--- src/rtl/pwr_seq_pkg.sv ---
package pwr_seq_pkg;

  localparam int SEL_W = 2;
  localparam logic [SEL_W-1:0] SEL_MSI_KEEP = 2'd0;
  localparam logic [SEL_W-1:0] SEL_HSI      = 2'd1;
  localparam logic [SEL_W-1:0] SEL_MSI_4M   = 2'd2;

  localparam int FLAG_SBY  = 0;
  localparam int FLAG_SHDN = 1;
  localparam int NUM_FLAGS = 2;

  typedef enum logic [3:0] {
    ST_RUN, ST_LPRUN, ST_SLEEP, ST_LPSLEEP,
    ST_STOP_MR, ST_STOP_LP, ST_SBY_RET, ST_SBY, ST_SHDN,
    ST_WAKE_REG, ST_WAKE_OSC, ST_RST_REQ
  } pwrState_e;

  typedef struct packed {
    logic                 loadSel;
    logic [SEL_W-1:0]     selVal;
    logic [NUM_FLAGS-1:0] setFlag;
  } pwrStrobe_t;

endpackage

--- src/rtl/pwr_seq_ctrl.sv ---
module pwr_seq_ctrl
  import pwr_seq_pkg::*;
#(
  parameter int NUM_WAKE_SRC = 8,
  parameter logic [NUM_WAKE_SRC-1:0] SHDN_WAKE_MASK = 8'h58
) (
  input  logic                    clk,
  input  logic                    rstN,
  input  logic                    sleepReq,
  input  logic                    sleepOnEvt,
  input  logic                    deepSleep,
  input  logic [2:0]              modeSel,
  input  logic                    lpRegReq,
  input  logic                    retainRam,
  input  logic                    stopWakeHsi,
  input  logic                    irqPend,
  input  logic                    evtPend,
  input  logic                    extiWake,
  input  logic [NUM_WAKE_SRC-1:0] wakeSrc,
  input  logic                    regRdy,
  input  logic                    oscRdy,
  output pwrState_e               stateQ,
  output pwrStrobe_t              strobe
);

  pwrState_e stateD, entryTgt;
  logic wfeQ, wfeD, coldQ, coldD;
  logic entryBlocked, shallowWake, anySby, anyShdn;
  logic [SEL_W-1:0] entrySel;
  logic entryLoad;

  assign anySby      = |wakeSrc;
  assign anyShdn     = |(wakeSrc & SHDN_WAKE_MASK);
  assign shallowWake = wfeQ ? evtPend : irqPend;

  // Target of a sleep request, and whether its wake condition already holds
  always_comb begin
    entryTgt     = ST_RUN;
    entryBlocked = 1'b0;
    entryLoad    = 1'b0;
    entrySel     = SEL_MSI_4M;
    if (!deepSleep) begin
      entryTgt     = lpRegReq ? ST_LPSLEEP : ST_SLEEP;
      entryBlocked = sleepOnEvt ? evtPend : irqPend;
    end else if (modeSel[2]) begin
      entryTgt     = ST_SHDN;
      entryBlocked = anyShdn;
      entryLoad    = 1'b1;
    end else if (modeSel[1:0] == 2'b11) begin
      entryTgt     = retainRam ? ST_SBY_RET : ST_SBY;
      entryBlocked = anySby;
      entryLoad    = 1'b1;
    end else begin
      entryTgt     = (modeSel[1:0] == 2'b00) ? ST_STOP_MR : ST_STOP_LP;
      entryBlocked = extiWake;
      entryLoad    = 1'b1;
      entrySel     = stopWakeHsi ? SEL_HSI : SEL_MSI_KEEP;
    end
  end

  always_comb begin
    stateD = stateQ;
    wfeD   = wfeQ;
    coldD  = coldQ;
    strobe = '0;
    unique case (stateQ)
      ST_RUN, ST_LPRUN: begin
        if (sleepReq) begin
          if (!entryBlocked) begin
            stateD         = entryTgt;
            wfeD           = sleepOnEvt;
            strobe.loadSel = entryLoad;
            strobe.selVal  = entrySel;
          end
        end else if ((stateQ == ST_RUN) && lpRegReq) begin
          stateD = ST_LPRUN;
        end else if ((stateQ == ST_LPRUN) && !lpRegReq) begin
          stateD = ST_RUN;
        end
      end
      ST_SLEEP:   if (shallowWake) stateD = ST_RUN;
      ST_LPSLEEP: if (shallowWake) stateD = ST_LPRUN;
      ST_STOP_MR, ST_STOP_LP: begin
        if (extiWake) begin
          stateD = ST_WAKE_REG;
          coldD  = 1'b0;
        end
      end
      ST_SBY_RET, ST_SBY: begin
        if (anySby) begin
          stateD                   = ST_WAKE_REG;
          coldD                    = 1'b1;
          strobe.setFlag[FLAG_SBY] = 1'b1;
        end
      end
      ST_SHDN: begin
        if (anyShdn) begin
          stateD                    = ST_WAKE_REG;
          coldD                     = 1'b1;
          strobe.setFlag[FLAG_SHDN] = 1'b1;
        end
      end
      ST_WAKE_REG: if (regRdy) stateD = ST_WAKE_OSC;
      ST_WAKE_OSC: if (oscRdy) stateD = coldQ ? ST_RST_REQ : ST_RUN;
      ST_RST_REQ:  stateD = ST_RUN;
      default:     stateD = ST_RUN;
    endcase
  end

  always_ff @(posedge clk or negedge rstN) begin
    if (!rstN) begin
      stateQ <= ST_RUN;
      wfeQ   <= 1'b0;
      coldQ  <= 1'b0;
    end else begin
      stateQ <= stateD;
      wfeQ   <= wfeD;
      coldQ  <= coldD;
    end
  end

  // a stop level is held unless the external wake line is seen
  p_stop_hold_r5: assert property (@(posedge clk) disable iff (!rstN)
    ((stateQ == ST_STOP_MR || stateQ == ST_STOP_LP) && !extiWake) |=> (stateQ == $past(stateQ)));

  // the oscillator wait is only reached after the regulator wait saw regRdy
  p_reg_before_osc_r9: assert property (@(posedge clk) disable iff (!rstN)
    (stateQ == ST_WAKE_OSC && $past(stateQ) != ST_WAKE_OSC) |-> ($past(stateQ) == ST_WAKE_REG && $past(regRdy)));

endmodule

--- src/rtl/pwr_seq_dp.sv ---
module pwr_seq_dp
  import pwr_seq_pkg::*;
(
  input  logic                 clk,
  input  logic                 rstN,
  input  pwrState_e            stateQ,
  input  pwrStrobe_t           strobe,
  input  logic [NUM_FLAGS-1:0] flagClr,
  input  logic                 oscRdy,
  output logic                 cpuClkEn,
  output logic                 periphClkEn,
  output logic                 mainRegEn,
  output logic                 lpRegEn,
  output logic                 hsiEn,
  output logic                 msiEn,
  output logic                 lsiEn,
  output logic                 lseEn,
  output logic [SEL_W-1:0]     sysClkSel,
  output logic                 sysRstReq,
  output logic [NUM_FLAGS-1:0] exitFlags
);

  logic [SEL_W-1:0] selQ;
  logic selHsi;

  always_ff @(posedge clk or negedge rstN) begin
    if (!rstN)               selQ <= SEL_MSI_4M;
    else if (strobe.loadSel) selQ <= strobe.selVal;
  end

  generate
    for (genvar f = 0; f < NUM_FLAGS; f++) begin : g_flag
      always_ff @(posedge clk or negedge rstN) begin
        if (!rstN) exitFlags[f] <= 1'b0;
        else       exitFlags[f] <= strobe.setFlag[f] | (exitFlags[f] & ~flagClr[f]);
      end
    end
  endgenerate

  assign sysClkSel = selQ;
  assign selHsi    = (selQ == SEL_HSI);

  always_comb begin
    cpuClkEn    = 1'b0;
    periphClkEn = 1'b0;
    mainRegEn   = 1'b1;
    lpRegEn     = 1'b1;
    hsiEn       = selHsi;
    msiEn       = !selHsi;
    lsiEn       = 1'b1;
    lseEn       = 1'b1;
    sysRstReq   = 1'b0;
    unique case (stateQ)
      ST_RUN:     begin cpuClkEn = 1'b1; periphClkEn = 1'b1; end
      ST_LPRUN:   begin cpuClkEn = 1'b1; periphClkEn = 1'b1; mainRegEn = 1'b0; end
      ST_SLEEP:   periphClkEn = 1'b1;
      ST_LPSLEEP: begin periphClkEn = 1'b1; mainRegEn = 1'b0; end
      ST_STOP_MR, ST_STOP_LP: begin
        mainRegEn = (stateQ == ST_STOP_MR);
        hsiEn     = 1'b1;
        msiEn     = 1'b0;
      end
      ST_SBY_RET, ST_SBY: begin
        mainRegEn = 1'b0;
        lpRegEn   = (stateQ == ST_SBY_RET);
        hsiEn     = 1'b0;
        msiEn     = 1'b0;
      end
      ST_SHDN: begin
        mainRegEn = 1'b0;
        lpRegEn   = 1'b0;
        hsiEn     = 1'b0;
        msiEn     = 1'b0;
        lsiEn     = 1'b0;
      end
      ST_RST_REQ: sysRstReq = 1'b1;
      default: ;
    endcase
  end

  // the reset request never lasts beyond one cycle
  p_rst_pulse_r10: assert property (@(posedge clk) disable iff (!rstN)
    sysRstReq |=> !sysRstReq);

  // an exit flag only falls when software writes a one to it
  p_flag_sticky_r10: assert property (@(posedge clk) disable iff (!rstN)
    (exitFlags[FLAG_SBY] && !flagClr[FLAG_SBY]) |=> exitFlags[FLAG_SBY]);

  // the CPU never runs without some regulator up
  p_cpu_has_reg_r3: assert property (@(posedge clk) disable iff (!rstN)
    (cpuClkEn && !mainRegEn) |-> lpRegEn);

  // peripheral clocks return only after oscillator ready, or after the reset pulse
  p_gate_after_osc_r9: assert property (@(posedge clk) disable iff (!rstN)
    ($rose(periphClkEn) && !$past(sysRstReq)) |-> $past(oscRdy));

endmodule

--- src/rtl/pwr_mode_seq.sv ---
module pwr_mode_seq
  import pwr_seq_pkg::*;
#(
  parameter int NUM_WAKE_SRC = 8,
  parameter logic [NUM_WAKE_SRC-1:0] SHDN_WAKE_MASK = 8'h58
) (
  input  logic                    clk,
  input  logic                    rstN,
  input  logic                    sleepReq,
  input  logic                    sleepOnEvt,
  input  logic                    deepSleep,
  input  logic [2:0]              modeSel,
  input  logic                    lpRegReq,
  input  logic                    retainRam,
  input  logic                    stopWakeHsi,
  input  logic                    irqPend,
  input  logic                    evtPend,
  input  logic                    extiWake,
  input  logic [NUM_WAKE_SRC-1:0] wakeSrc,
  input  logic                    regRdy,
  input  logic                    oscRdy,
  input  logic [1:0]              flagClr,
  output logic                    cpuClkEn,
  output logic                    periphClkEn,
  output logic                    mainRegEn,
  output logic                    lpRegEn,
  output logic                    hsiEn,
  output logic                    msiEn,
  output logic                    lsiEn,
  output logic                    lseEn,
  output logic [1:0]              sysClkSel,
  output logic                    sysRstReq,
  output logic [1:0]              exitFlags
);

  pwrState_e  stateQ;
  pwrStrobe_t strobe;

  pwr_seq_ctrl #(
    .NUM_WAKE_SRC  (NUM_WAKE_SRC),
    .SHDN_WAKE_MASK(SHDN_WAKE_MASK)
  ) ctrl_i (
    .clk, .rstN, .sleepReq, .sleepOnEvt, .deepSleep, .modeSel, .lpRegReq,
    .retainRam, .stopWakeHsi, .irqPend, .evtPend, .extiWake, .wakeSrc,
    .regRdy, .oscRdy, .stateQ, .strobe
  );

  pwr_seq_dp dp_i (
    .clk, .rstN, .stateQ, .strobe, .flagClr, .oscRdy,
    .cpuClkEn, .periphClkEn, .mainRegEn, .lpRegEn, .hsiEn, .msiEn, .lsiEn,
    .lseEn, .sysClkSel, .sysRstReq, .exitFlags
  );

endmodule

--- config.mk ---
export PLATFORM = sky130hd
export DESIGN_NAME = pwr_mode_seq
export DESIGN_NICKNAME = d
export VERILOG_FILES = /design/src/rtl/pwr_seq_pkg.sv /design/src/rtl/pwr_seq_ctrl.sv /design/src/rtl/pwr_seq_dp.sv /design/src/rtl/pwr_mode_seq.sv
export SDC_FILE = /design/constraint.sdc
export NUM_CORES = 1
export LEC_CHECK = 0
export BUFFER_PORTS_ARGS = -buffer_cell sky130_fd_sc_hd__buf_2
export CORE_UTILIZATION = 52
export CTS_BUF_LIST = sky130_fd_sc_hd__clkbuf_8
export DETAILED_ROUTE_END_ITERATION = 8
export GPL_TIMING_DRIVEN = 0
export PLACE_DENSITY = 0.9
export SETUP_SLACK_MARGIN = 0.5
export SYNTH_ARGS = -nofsm -noshare
export SYNTH_HDL_FRONTEND = slang
export SYNTH_SLANG_ARGS = --single-unit
--- constraint.sdc ---
create_clock -name clk -period 5.8 [get_ports clk]
set_input_delay 0 -clock clk [delete_from_list [all_inputs] [get_ports clk]]
set_output_delay 0 -clock clk [all_outputs]
set_load 0.03 [all_outputs]
==> impl_metrics.tcl <==
set metrics [dict create \
    relSlewSlack_pct 34.1 \
    crit-reg2reg-launch "ctrl_i.stateQ[1]" \
    fin_nets 181 \
    fmax_mhz 454 \
    numCtsBuffers 3 \
    vdd_drop_max_uv 314 \
    die_h_um 43.2 \
    cp.arrival_ns 2.34 \
    synth-seq-cells 10 \
    cts_tree "built" \
    holdWs_ns 0.00215 \
    fill_cells 121 \
    first_pass_iters 4 \
    detailedRoute.firstIterationViolations 35 \
    synthXorXnorAreaFrac_pct 0.990 \
    cp-start-kind "register" \
    post-route-min-period_ns 2.20 \
    diodes 0 \
    initial_utilization_pct 57.4 \
    htree_levels 1 \
    path_max_fanout 10 \
    final_cell_mix "buf_2 (37), nor2_1 (10), a21oi_1 (9), dfrtp_1 (9), nor2b_1 (8)" \
    via_count 1010 \
    slew_violations 0 \
    syn_inst 109 \
    synthFlopType "dfrtp_1" \
    synth-simple-area-share_pct 27.9 \
    hold_violations 0 \
    fin_crit_sh_pct 38.0 \
    drive_gt1_share_pct 31.8 \
    hold_path_class "input pin to register" \
    place.detailed.hpwl_mm 1.76 \
    wl_per_cell_um 14.3 \
    synthDistinctLibCells 44 \
    gp_congestion 0.883 \
    path_clk_slew_ns 0.05 \
    setup_tns_ns 0 \
    dieArea_um2 1870 \
    syn_nets 135 \
    grt_max_degree 11 \
    post-place-cells 162 \
    total_power_mw 0.586 \
    totalWireLength_mm 2.44 \
    ys_warn_count 0 \
    synth_edf_count 0 \
    drc_errors 0 \
    synth.area.mux_share_pct 3.54 \
    layout_commonest_cell "buf_2" \
    p_leak_nw 0.530 \
    r2r_cells 6 \
    routed_via_density 5.94 \
    drtAntennaViolNets 0 \
    setup_viol 0 \
    clock-root-buffer "clkbuf_8" \
    tightest_slew_ns 0.975 \
    clk_latency_ns 0.24 \
    asyncSetResetFlopFracSynth_pct 100 \
    worstPathRequired_ns 5.94 \
    core.rowCount 14 \
    clock_skew_ns 0.000971 \
    cts.sink_count 10 \
    syn-mean-instance-area_um2 8.12 \
    syn_to_final_growth_pct 33.9 \
    synth_compound_area_share_pct 32.8 \
    status "finished clean" \
    synth_top_family_by_area "compound AO/OA/AOI/OAI gates" \
    grt_pass1_wl_mm 3.88 \
    worstSetupEndpointType "register" \
    cts-resized-gates 0 \
    core_region_area_um2 1540 \
    timing.critical_path.from "ctrl_i.stateQ[1]" \
    design_area_um2 1180 \
    yosysSeqAreaShare_pct 28.4 \
    path_class "register to register" \
    maxCapViolations 0 \
    p_per_area_nw_per_um2 495 \
    grt_setup_unrepaired "false" \
    critPathMaxStageDelay_ns 0.43 \
    io_buffers 37 \
    track_usage_pct 28.2 \
    first_global_vias 901 \
    crit_chain "clkbuf_1 -> nor2_1 -> a22o_1 -> a31o_2 -> or3_4 -> o41ai_2" \
    cts_max_path_buffers 2 \
    syn_area_um2 885 \
    die_x_um 43.2 \
    overflow 0 \
    antenna_found_initial 0 \
    cpMaxStageDelayCell "or3_4" \
    synth-adder-area-share_pct 0 \
    placed_area_um2 1090 \
    num_io_pins 39 \
    min_from "stopWakeHsi" \
    holdPathStages 2 \
    instances_no_fill 170 \
]
[final cells by class]
cell class	instances	area, µm²	share of cell area [%]
multi-input cells	86	581	49.0
flip-flops and latches	10	251	21.2
repair buffers	41	225	19.0
clock buffers	4	55.1	4.65
plain buffers	8	33.8	2.85
well taps	16	20.0	1.69
inverters	5	18.8	1.58
[through the flow]
step | setup slack (ns) | utilization, %
4_1_cts | 3.62 | 76.9
6_report | 3.60 | 76.9
3_3_place_gp | 3.67 | 70.7
5_1_grt | 3.48 | 76.9
2_1_floorplan | 3.43 | -
3_5_place_dp | 3.65 | 70.7
[sequential cells by signal, summed over array words and instances (netlist names)]
| name | flops |
|---|---|
| ctrl_i.coldQ | 1 |
| dp_i.sysClkSel | 2 |
| dp_i.exitFlags | 2 |
| ctrl_i.stateQ | 4 |
| ctrl_i.wfeQ | 1 |
[cell usage after synthesis, drive strengths merged (3+ instances only)]
cell	n	area (µm²)
nand2b	3	18.8
nor2b	8	50.1
clkbuf	7	26.3
a211oi	4	30.0
o31ai	3	22.5
nor2	10	37.5
inv	5	18.8
o21ai	5	25.0
nor3	5	25.0
a21oi	9	45.0
nor3b	4	30.0
dfrtp	9	225
[where the power goes]
part | total, mW | internal (mW) | switching (mW)
Sequential | 0.124 | 0.100 | 0.0231
Combinational | 0.373 | 0.136 | 0.236
Clock | 0.0896 | 0.0599 | 0.0297
[logic make-up (layout without fill, tap and decap cells)]
group                  after synthesis  after routing
AND/OR/NAND/NOR                     42             42
AO/OA/AOI/OAI                       39             39
buffers and inverters               13             58
flip-flops                          10             10
multiplexers                         3              3
other                                1              1
XOR/XNOR                             1              1
[path summary, 6_finish.rpt]
check	endpoint	slack (ns)
min in group asynchronous	ctrl_i.stateQ[1]	0.15
worst max-delay path	ctrl_i.stateQ[0]	3.60
max in group asynchronous	dp_i.sysClkSel[1]	5.39
worst min-delay path	dp_i.sysClkSel[0]	0.002
worst max register to register	ctrl_i.stateQ[0]	3.60
worst min register to register	ctrl_i.wfeQ	0.51
[metal layers]
layer / wire (µm) / up-vias / track usage (%)
met5: 0 / - / 0
met4: 19 / 0 / 5.45
met3: 142 / 3 / 8.09
met2: 1240 / 39 / 48.4
met1: 1040 / 468 / 34.9
li1: - / 500 / -
[repair_timing]
item	in CTS	in global routing
hold endpoints to repair	13	0
hold buffers	4	0
setup endpoints to repair	0	0
buffers inserted	0	0
[critical path: cells and delay by family (launching register included)]
kind / cells / cell delay (ns)
buffers and inverters: 1 / 0.37
AND/OR/NAND/NOR: 2 / 0.57
flip-flops: 1 / 0.37
AO/OA/AOI/OAI: 3 / 0.80
(Power assumes the default switching activity.)
